**src/rtl/stword_pkg.sv**
```systemverilog
`timescale 1ns/1ps
package stword_pkg;
   localparam int WORD_W  = 64;
   localparam int LOW_CH  = 6;    // channels with a private mask bit
   localparam int NPROG   = 4;
   // vector indices (layout bit k lives at 63-k)
   localparam int B_IOSUM = 57;
   localparam int B_EXT   = 56;
   localparam int B_FMT   = 51;
   localparam int B_MCHK  = 50;
   localparam int B_WAIT  = 49;
   localparam int B_PROB  = 48;
   localparam int B_PMHI  = 27;
   localparam int IA_W    = 24;
   // cause code and length code are dropped on capture
   localparam logic [WORD_W-1:0] CAP_KEEP = ~64'h0000_FFFF_C000_0000;

   typedef enum logic [2:0] {
      TK_NONE = 3'd0,
      TK_MCHK = 3'd1,
      TK_PROG = 3'd2,
      TK_EXT  = 3'd3,
      TK_IO   = 3'd4
   } take_e;
endpackage

```
**src/rtl/stword_en.sv**
```systemverilog
`timescale 1ns/1ps
module stword_en import stword_pkg::*; #(
   parameter int NCH = 16,
   localparam int NHI = NCH - LOW_CH
)(
   input  logic              clk,
   input  logic              rst_n,
   input  logic [WORD_W-1:0] word,
   input  logic [NHI-1:0]    cr2,
   input  logic [NCH-1:0]    pend_io,
   input  logic              pend_ext,
   input  logic              pend_mchk,
   input  logic [NPROG-1:0]  pend_prog,
   output logic [NCH-1:0]    en_io,
   output logic              en_ext,
   output logic              en_mchk,
   output logic [NPROG-1:0]  en_prog
);
   for (genvar n = 0; n < NCH; n++) begin : g_ch
      if (n < LOW_CH) begin : g_low
         assign en_io[n] = pend_io[n] & word[WORD_W-1-n];
      end else begin : g_high
         assign en_io[n] = pend_io[n] & word[B_IOSUM] & cr2[n-LOW_CH];
      end
   end

   for (genvar i = 0; i < NPROG; i++) begin : g_pm
      assign en_prog[i] = pend_prog[i] & word[B_PMHI-i];
   end

   assign en_ext  = pend_ext  & word[B_EXT];
   assign en_mchk = pend_mchk & word[B_MCHK];


   hi_chan_blocked_chk: assert property (@(posedge clk) disable iff (!rst_n)
      !word[B_IOSUM] |-> (en_io[NCH-1:LOW_CH] == '0));

   en_subset_chk: assert property (@(posedge clk) disable iff (!rst_n)
      ((en_io & ~pend_io) == '0) && ((en_prog & ~pend_prog) == '0));
endmodule

```
**src/rtl/stword_pick.sv**
```systemverilog
`timescale 1ns/1ps
module stword_pick import stword_pkg::*; #(
   parameter int NCH = 16,
   localparam int CHW = $clog2(NCH)
)(
   input  logic             clk,
   input  logic             rst_n,
   input  logic [NCH-1:0]   en_io,
   input  logic             en_ext,
   input  logic             en_mchk,
   input  logic [NPROG-1:0] en_prog,
   output logic             take_valid,
   output logic [2:0]       take_kind,
   output logic [CHW-1:0]   take_idx
);
   take_e            kind;
   logic [CHW-1:0]   io_idx;
   logic [CHW-1:0]   pg_idx;

   always_comb begin
      io_idx = '0;
      for (int n = NCH-1; n >= 0; n--)
         if (en_io[n]) io_idx = CHW'(n);
      pg_idx = '0;
      for (int i = NPROG-1; i >= 0; i--)
         if (en_prog[i]) pg_idx = CHW'(i);
   end

   always_comb begin
      kind     = TK_NONE;
      take_idx = '0;
      if (en_mchk) begin
         kind = TK_MCHK;
      end else if (|en_prog) begin
         kind     = TK_PROG;
         take_idx = pg_idx;
      end else if (en_ext) begin
         kind = TK_EXT;
      end else if (|en_io) begin
         kind     = TK_IO;
         take_idx = io_idx;
      end
   end

   assign take_kind  = kind;
   assign take_valid = (kind != TK_NONE);


   mchk_first_chk: assert property (@(posedge clk) disable iff (!rst_n)
      en_mchk |-> (take_kind == TK_MCHK));

   io_last_chk: assert property (@(posedge clk) disable iff (!rst_n)
      (take_kind == TK_IO) |-> (!en_ext && !en_mchk && en_prog == '0 && en_io[take_idx]));
endmodule

```
**src/rtl/stword_gate.sv**
```systemverilog
`timescale 1ns/1ps
module stword_gate import stword_pkg::*; #(
   parameter int                NCH        = 16,
   parameter logic [WORD_W-1:0] RESET_WORD = '0,
   localparam int               NHI        = NCH - LOW_CH,
   localparam int               CHW        = $clog2(NCH)
)(
   input  logic              clk,
   input  logic              rst_n,
   input  logic              ld_valid,
   input  logic [WORD_W-1:0] ld_word,
   input  logic              swp_valid,
   input  logic [WORD_W-1:0] swp_new,
   input  logic [15:0]       swp_cause,
   input  logic [1:0]        swp_len,
   input  logic              swp_len_en,
   input  logic              cr2_we,
   input  logic [NHI-1:0]    cr2_wdata,
   input  logic [NCH-1:0]    pend_io,
   input  logic              pend_ext,
   input  logic              pend_mchk,
   input  logic [NPROG-1:0]  pend_prog,
   input  logic              priv_try,
   output logic [NCH-1:0]    en_io,
   output logic              en_ext,
   output logic              en_mchk,
   output logic [NPROG-1:0]  en_prog,
   output logic              take_valid,
   output logic [2:0]        take_kind,
   output logic [CHW-1:0]    take_idx,
   output logic              run,
   output logic              problem,
   output logic              priv_fault,
   output logic [1:0]        cc,
   output logic [IA_W-1:0]   ia,
   output logic              spec_err,
   output logic [WORD_W-1:0] old_word
);
   if (NCH <= LOW_CH || NCH > 32) begin : g_bad_nch
      $error("stword_gate: NCH must lie in 7..32");
   end
   if (RESET_WORD[B_FMT] != 1'b0) begin : g_bad_reset
      $error("stword_gate: reset word must use the basic format");
   end

   logic [WORD_W-1:0] word_q;
   logic [NHI-1:0]    cr2_q;
   logic              spec_q;
   logic              cap;
   logic [WORD_W-1:0] cap_word;

   assign cap      = swp_valid | ld_valid;
   assign cap_word = swp_valid ? swp_new : ld_word;

   always_ff @(posedge clk) begin
      if (!rst_n) begin
         word_q <= RESET_WORD & CAP_KEEP;
         cr2_q  <= '1;
         spec_q <= 1'b0;
      end else begin
         if (cap) begin
            word_q <= cap_word & CAP_KEEP;
            spec_q <= cap_word[B_FMT];
         end
         if (cr2_we) cr2_q <= cr2_wdata;
      end
   end

   assign old_word = {word_q[63:48], swp_cause,
                      (swp_len_en ? swp_len : word_q[31:30]), word_q[29:0]};

   stword_en #(.NCH(NCH)) u_en (
      .clk(clk), .rst_n(rst_n), .word(word_q), .cr2(cr2_q),
      .pend_io(pend_io), .pend_ext(pend_ext), .pend_mchk(pend_mchk),
      .pend_prog(pend_prog), .en_io(en_io), .en_ext(en_ext),
      .en_mchk(en_mchk), .en_prog(en_prog)
   );

   stword_pick #(.NCH(NCH)) u_pick (
      .clk(clk), .rst_n(rst_n), .en_io(en_io), .en_ext(en_ext),
      .en_mchk(en_mchk), .en_prog(en_prog), .take_valid(take_valid),
      .take_kind(take_kind), .take_idx(take_idx)
   );

   assign run        = ~word_q[B_WAIT];
   assign problem    = word_q[B_PROB];
   assign priv_fault = priv_try & word_q[B_PROB];
   assign cc         = word_q[29:28];
   assign ia         = word_q[IA_W-1:0];
   assign spec_err   = spec_q;


   load_ia_chk: assert property (@(posedge clk) disable iff (!rst_n)
      (ld_valid && !swp_valid) |=> (ia == $past(ld_word[IA_W-1:0])));

   swap_wins_chk: assert property (@(posedge clk) disable iff (!rst_n)
      swp_valid |=> (ia == $past(swp_new[IA_W-1:0])));

   len_cleared_chk: assert property (@(posedge clk) disable iff (!rst_n)
      cap |=> (swp_len_en || old_word[31:30] == 2'b00));

   spec_track_chk: assert property (@(posedge clk) disable iff (!rst_n)
      cap |=> (spec_err == $past(cap_word[B_FMT])));

   hold_chk: assert property (@(posedge clk) disable iff (!rst_n)
      !cap |=> ($stable(ia) && $stable(cc)));
endmodule

```
**config.mk**
```make
export PLATFORM = sky130hd
export DESIGN_NAME = stword_gate
export DESIGN_NICKNAME = d
export VERILOG_FILES = /design/src/rtl/stword_pkg.sv /design/src/rtl/stword_en.sv /design/src/rtl/stword_pick.sv /design/src/rtl/stword_gate.sv
export SDC_FILE = /design/constraint.sdc
export NUM_CORES = 1
export LEC_CHECK = 0
export BUFFER_PORTS_ARGS = -buffer_cell sky130_fd_sc_hd__clkbuf_2
export CORE_AREA = 2 2 119 121
export CTS_CLUSTER_SIZE = 8
export DETAILED_ROUTE_END_ITERATION = 10
export DIE_AREA = 0 0 121 123
export GPL_TIMING_DRIVEN = 0
export PLACE_DENSITY = 0.59
export SKIP_CTS_REPAIR_TIMING = 1
export SYNTH_ARGS = -nofsm -noshare
export SYNTH_HDL_FRONTEND = slang
export SYNTH_SLANG_ARGS = --single-unit
```
**constraint.sdc**
```tcl
create_clock -name clk -period 1.9 [get_ports clk]
set_input_delay 0.19 -clock clk [delete_from_list [all_inputs] [get_ports clk]]
set_output_delay 0.19 -clock clk [all_outputs]
set_load 0.01 [all_outputs]
```
## After elaboration in Yosys (flattened, before gate mapping)

Cells that the tools add are included.

- Register bits: 57
- Input bits: 185
- Output and inout port bits: 124
- Word-level logic and storage cells: 71

- Mux-type cells: 30
- Bitwise gates (word level): 35
- Reductions and logical operators: 3

Operators by type and width:

| kind | number |
|---|---|
| 4-bit 2-to-1 mux | 20 |
| 64-bit 2-to-1 mux | 1 |
| 1-bit AND | 33 |
| 16-bit OR reduction | 1 |
| 3-bit 2-to-1 mux | 4 |
| 2-bit 2-to-1 mux | 5 |
| 4-bit OR reduction | 1 |
| 3-bit nonzero test | 1 |
| 1-bit NOT | 1 |
| 1-bit bitwise OR | 1 |

## Longest topological paths before layout

Gate-level depths: netlist of run 1.

- Depth after elaboration: 22
- Depth in mapped cells: 6
- Gate-level depth less buffers: 6

## Hierarchy

Synthesis of run 1 repeated with hierarchy kept, for this count alone.

- Cells, all modules: 358
- Area total of the unflattened synthesis: 3,671.0 µm²

By module, submodules not included:

| module | times used | cells an instance | area each (µm²) | sequential area each (µm²) |
|---|---|---|---|---|
| stword_gate | 1 | 285 | 3,216.8 | 1,121.1 |
| stword_pick | 1 | 51 | 316.6 | 0.0 |
| stword_en | 1 | 22 | 137.6 | 0.0 |

## Worst setup path before layout of run 1

OpenSTA, ideal clock, no wires.

- Kind: flip-flop to output port
- Start point: register word_q[60]
- End point: output port take_idx[1]
- Arrival: 1.519 ns
- Slack: 0.191 ns
- Stages on the path, launching flop included: 6
- Cells stage by stage: dfxtp_1 a222oi_1 a311o_1 a21oi_2 nand2_1 a2111oi_2

- Word-level cells in the longest chain between the ends: 9
- Elaborated cells on any way between the ends: 10
- Those cells by class: mux: 8; bitwise: 1; reduce/logical: 1

RTL lines:

| element | line | source |
|---|---|---|
| from (decl) | stword_gate.sv:46 | `logic [WORD_W-1:0] word_q;` |
| from (signal assigned) | stword_gate.sv:57 | `word_q <= RESET_WORD & CAP_KEEP;` |
| from (signal assigned) | stword_gate.sv:62 | `word_q <= cap_word & CAP_KEEP;` |
| 1-bit AND (*) | stword_en.sv:21 | `assign en_io[n] = pend_io[n] & word[WORD_W-1-n];` |
| 4-bit 2-to-1 mux (4 in series) | stword_pick.sv:23 | `if (en_io[n]) io_idx = CHW'(n);` |
| 4-bit 2-to-1 mux (*) | stword_pick.sv:39 | `end else if (\|en_io) begin` |
| 4-bit 2-to-1 mux (*) | stword_pick.sv:37 | `end else if (en_ext) begin` |
| 4-bit 2-to-1 mux (*) | stword_pick.sv:34 | `end else if (\|en_prog) begin` |
| 4-bit 2-to-1 mux (*) | stword_pick.sv:32 | `if (en_mchk) begin` |
| to (decl) | stword_gate.sv:30 | `output logic [CHW-1:0] take_idx,` |

Every way passes the cells marked *; elsewhere a longest branch is shown, timed or not.

## Worst setup path after layout of run 1

- Start point: register word_q[26]
- End point: output port take_idx[3]

- Word-level cells in the longest chain between the ends: 4

RTL lines:

| element | line | source |
|---|---|---|
| 1-bit AND | stword_en.sv:28 | `assign en_prog[i] = pend_prog[i] & word[B_PMHI-i];` |
| 4-bit OR reduction | stword_pick.sv:34 |  |
| 4-bit 2-to-1 mux | stword_pick.sv:34 |  |
| 4-bit 2-to-1 mux | stword_pick.sv:32 |  |

No other way between the ends.

==> metrics, run 1 <==
Slew Limit Headroom=between 50% and 60%; total track usage=15.1%; initial drt markers=237; Initial Util=between 20% and 30%; worst setup margin=-0.275 ns; Multi-input gate area=1820 um2; worst-margin pin slew=0.711 ns; Synth Register Bits=56; H-tree Lvls=2; Max-Cap Viols=0; Leak=2.83 nW; router iterations before antenna repair=6; Ant. Diodes=0; IO Pins=a little over 300; via count of the routed design=between 3000 and 4000; DP Worst Slack=-0.0246 ns; nets@finish=864; Startpoint Class=flop; RSZ-0062 raised after global routing=true; gr ovfl total=0; height of the chip=123 um; met2 Use GR=27.3%; pin count of the biggest net entering global routing=17; Synth Warn #=0; total CTS buffers=5; post-route ant nets=0; Crit path required time=about 1.7 ns; placed cells=about 850; Port Buf Inserts=252; Seq/Total Area, Yosys=33.3%; core box area=13600 um2; Sw Pwr=about 0.94 mW; Final Hold Viols=0; Mapped Area=~3400 um2; Worst-Skew Late Latency=0.29 ns; die width=approximately 120 um; syn_area_per_cell=8.13 um2; CP arrival=1.99 ns; DR DRC count=0; synth-to-layout area growth=52.1%; final hold slack=~0.11 ns; share of layout cells above drive strength 1=slightly above 50%; Switching Share=between 20% and 30%; root buffer selected by CTS=clkbuf_16; DRT Wirelength=11900 um; Crit Path Category=flop to output port; Clock Power Share=between 30% and 40%; failing checks=setup timing; die area=14900 um2; GR Util met3=roughly 3.8%; CTS tree=built; status=complete, but fails checks; Hold Path Class=input pin to flop; Crit. End Element=output port; Max Slew Vio Count=0; most common cell after layout, fill and taps aside=clkbuf_2; Worst VDD drop=0.351 mV; vias in the first global route=3432; GRT busiest layer=met2; FF/Latch Area=1150 um2; Period Utilization, post-route=114%; Clock Sinks=56; clock-pin slew on the worst setup and hold paths=0.07 ns; DP HPWL=roughly 9600 um; clock skew=0 ns; Post-Synthesis Cells=414; worst-path fanout max=4; fmax=0.460 GHz; routed wire length per instance=approximately 14 um; Clock Tree Buf Depth=2; commonest non-fill, non-tap cells in the layout=clkbuf_2 (247), nand2_1 (72), mux2i_1 (56); Synth Net Count=roughly 600; Reg power frac=40.3%; Int Pwr=2.33 mW; via density per instance=4.37; # rows=43; logic gate share of total power=27.0%; Non-Filler Instances=860; minimum clock period=2.18 ns; met1 Usage GRT=between 10% and 20%; first-pass GRT wire length=17500 um; GP Congestion=between 0.8 and 0.9; final setup fails=6; initial antenna violation count=0; synth unique cells=37; Cell Pwr Density=640 nW/um2; Filler Cells Inserted=1461
==> cell usage after synthesis <==
| master | instances | area [um2] |
|---|---|---|
| a222oi_1 | 4 | 40.0 |
| a21oi_1 | 1 | 5.00 |
| and3_2 | 1 | 7.51 |
| a2111oi_2 | 1 | 15.0 |
| buf_2 | 5 | 25.0 |
| mux2i_1 | 56 | 561 |
| nand4b_1 | 1 | 8.76 |
| a22oi_2 | 1 | 12.5 |
| dfxtp_1 | 56 | 1120 |
| clkbuf_1 | 18 | 67.6 |
| and2_2 | 1 | 7.51 |
| nand4_1 | 2 | 12.5 |
| nor3b_2 | 1 | 12.5 |
| nand3_1 | 3 | 15.0 |
| and3_1 | 7 | 43.8 |
| a31oi_1 | 2 | 12.5 |
| nand2b_1 | 2 | 12.5 |
| a22o_1 | 1 | 8.76 |
| a211oi_1 | 1 | 7.51 |
| a32oi_1 | 1 | 8.76 |
| nor2b_1 | 1 | 6.26 |
| and2_1 | 56 | 350 |
| nor2_1 | 5 | 18.8 |
| o211ai_1 | 2 | 15.0 |
| a21boi_1 | 1 | 7.51 |
| a21oi_2 | 1 | 8.76 |
| a22oi_1 | 4 | 30.0 |
| or4_1 | 1 | 7.51 |
| o21ai_0 | 48 | 240 |
| buf_4 | 44 | 330 |
| inv_2 | 1 | 3.75 |
| and4_1 | 1 | 8.76 |
| a221oi_1 | 2 | 17.5 |
| nand2_1 | 73 | 274 |
| a311o_1 | 1 | 10.0 |
| inv_1 | 7 | 26.3 |
| or2_2 | 1 | 6.26 |
==> sequential cells by signal, summed over array words and instances, names as in the netlist <==
name	flops
cr2_q	10
word_q	46
==> cell families (layout without fill, tap and decap cells) <==
kind of cell	after synthesis	count (layout)	share of synthesized area [%]
flops	56	56	33.3
mux	56	56	16.7
compound gates	71	71	13.0
buf+inv	75	341	13.5
simple gates	156	156	23.5
==> worst max-delay path, stage by stage (launching register included) <==
cell and delay, ns:
dfxtp_2 0.34, a222oi_1 0.47, nand3_1 0.21, nor3b_2 0.28, nand2_1 0.09, nor2_2 0.15
buf_2 0.16
==> path summary, 6_finish.rpt <==
check	start	endpoint	slack [ns]	depth (start not counted)
max	word_q[26]	take_idx[3]	-0.28	6
min	cr2_wdata[5]	cr2_q[5]	0.11	3
max reg2reg	word_q[57]	word_q[57]	0.86	4
min reg2reg	cr2_q[2]	cr2_q[2]	0.48	2
==> metal layers <==
layer | routed length (um) | up-vias
li1 | - | 1888
met1 | 4990 | 1666
met2 | 5720 | 199
met3 | 1110 | 5
met4 | 97 | 0
met5 | 0 | -
==> through the flow <==
step / power, mW / util (%) / area, um2 / setup TNS, ns
finish: 3.28 / 37.6 / 5120 / -0.933
detailed placement: 2.22 / 35.6 / 4850 / -0.0311
global placement: 2.22 / 35.6 / 4850 / -0.0464
CTS: 3.31 / 36.9 / 5020 / -1.55
global route: 3.48 / 37.6 / 5120 / -1.66
floorplan: 1.82 / - / 3370 / 0
==> power by group through the flow <==
stage	Clock, mW	Combinational, mW	Sequential, mW
after floorplan	0	0.460	1.36
after global placement	0	0.862	1.35
after detailed placement	0	0.869	1.35
after CTS	1.11	0.871	1.33
after global routing	1.16	0.980	1.33
final	1.07	0.885	1.32
==> cell type report <==
type,count,share of cell area (%)
clock inverter,2,0.684
sequential,56,22.5
buffer,67,8.29
timing repair buffer,258,25.5
inverter,8,0.587
tap,180,4.40
multi-input combinational,283,35.5
clock buffer,6,2.52
(Power assumes the default switching activity.)
==> run 2: changes to the inputs <==
--- a/config.mk
+++ b/config.mk
@@ -11,7 +11,7 @@
 export DETAILED_ROUTE_END_ITERATION = 10
 export DIE_AREA = 0 0 121 123
 export GPL_TIMING_DRIVEN = 0
-export PLACE_DENSITY = 0.59
+export PLACE_DENSITY = 0.63
 export SKIP_CTS_REPAIR_TIMING = 1
 export SYNTH_ARGS = -nofsm -noshare
 export SYNTH_HDL_FRONTEND = slang
==> run 2 against run 1 <==
- the run still ends with setup timing left
- final cell count shrank 0.47%
- critical path type unchanged
- setup slack improved by 0.084 ns
- critical endpoint is now take_idx[2]
- critical path depth is 1 lower
==> metrics, run 2 (synthesis results as in run 1) <==
Ant. Diodes=0; height of the chip=123 um; Final Hold Viols=0; routed wire length per instance=13.8 um; initial drt markers=203; clock skew=0 ns; Hold Path Class=input pin to flop; Port Buf Inserts=252; worst-path fanout max=5; hold path depth=3; synth-to-layout area growth=50.8%; Largest regs=word_q (46), cr2_q (10); total track usage=between 10% and 20%; Worst VDD drop=approximately 0.35 mV; Filler Cells Inserted=1474; CP arrival=between 1.5 and 2 ns; worst-margin pin slew=0.719 ns; status=complete, but fails checks; DRT Wirelength=between 10000 and 15000 um; CTS tree=built; via count of the routed design=3725; Crit. End Element=output port; Worst-Skew Late Latency=between 0.2 and 0.3 ns; Setup Total Neg Slack=-0.787 ns; placed cell area=4850 um2; Crit Path Category=flop to output port; Cell Pwr Density=614 nW/um2; DR DRC count=0; Max Slew Vio Count=0; clock-pin slew on the worst setup and hold paths=0.07 ns; nets@finish=861; total CTS buffers=5; die area=14900 um2; placed cells=about 850; Core Util, Final=37.3%; failing checks=setup timing; DP HPWL=9520 um; total power=about 3.1 mW; Leak=2.80 nW; most common cell after layout, fill and taps aside=clkbuf_2; worst setup margin=-0.191 ns; share of layout cells above drive strength 1=49.6%; minimum clock period=roughly 2.1 ns; Period Utilization, post-route=110%; max reg flops=46; final instance area=~5100 um2; core box area=13600 um2; Slew Limit Headroom=52.0%; Max-Cap Viols=0; Non-Filler Instances=856; final setup fails=6; pin count of the biggest net entering global routing=17; post-route ant nets=0; Clock Sinks=56; Initial Util=24.7%; first-pass GRT wire length=17200 um; die width=121 um; RSZ-0062 raised after global routing=true; gr ovfl total=0; vias in the first global route=3363; fmax=around 0.48 GHz; commonest non-fill, non-tap cells in the layout=clkbuf_2 (249), nand2_1 (70), mux2i_1 (56); router iterations before antenna repair=6; final hold slack=0.111 ns; root buffer selected by CTS=clkbuf_16; Most flops, register=word_q; IO Pins=309; DP Worst Slack=-0.0333 ns; H-tree Lvls=2; GP Congestion=0.861; # rows=43; Startpoint Class=flop; Crit path required time=1.71 ns; via density per instance=4.35; initial antenna violation count=0; Clock Tree Buf Depth=2; Worst Reg2Reg Path Length in Cells=4
## run 2: changes by cell type in the layout (fill, tap and decap cells not counted), moves of 2 or more
cell      before  now
buf_4         50   47
dfxtp_1       45   48
dfxtp_4        7    4
buf_2         11    9
clkbuf_2     247  249
nand2_1       72   70
nand2_2        1    3
## run 2: power breakdown
part           total [mW]  switching, mW  internal [mW]
logic               0.888          0.427          0.461
clock network       0.906          0.425          0.480
registers            1.32         0.0723           1.25
## run 2: cell type report
cell class	count	area, um2	area share [%]
clock buffers	5	125	2.46
well taps	180	225	4.44
clock inverters	2	12.5	0.246
repair buffers	255	1280	25.3
plain buffers	67	424	8.36
inverters	8	30.0	0.592
multi-input cells	283	1830	36.1
flip-flops and latches	56	1140	22.5
## run 2: metal layers
layer,vias to the layer above,track usage [%],routed length (um)
met5,-,0,0
met4,0,3.71,119
met3,7,4.24,1100
met2,192,27.2,5870
met1,1637,17.3,4760
li1,1889,-,-
## run 2: worst paths after layout
kind | start | to | slack [ns]
setup / recovery | word_q[60] | take_idx[2] | -0.19
hold / removal | cr2_wdata[2] | cr2_q[2] | 0.11
setup reg to reg | word_q[57] | word_q[57] | 0.86
hold reg to reg | cr2_q[0] | cr2_q[0] | 0.50
## run 2: critical path: stages, from the launching register on
cell	delay, ns
dfxtp_4	0.37
a222oi_1	0.47
nor2b_2	0.24
nor3b_4	0.22
a21boi_2	0.17
buf_2	0.14
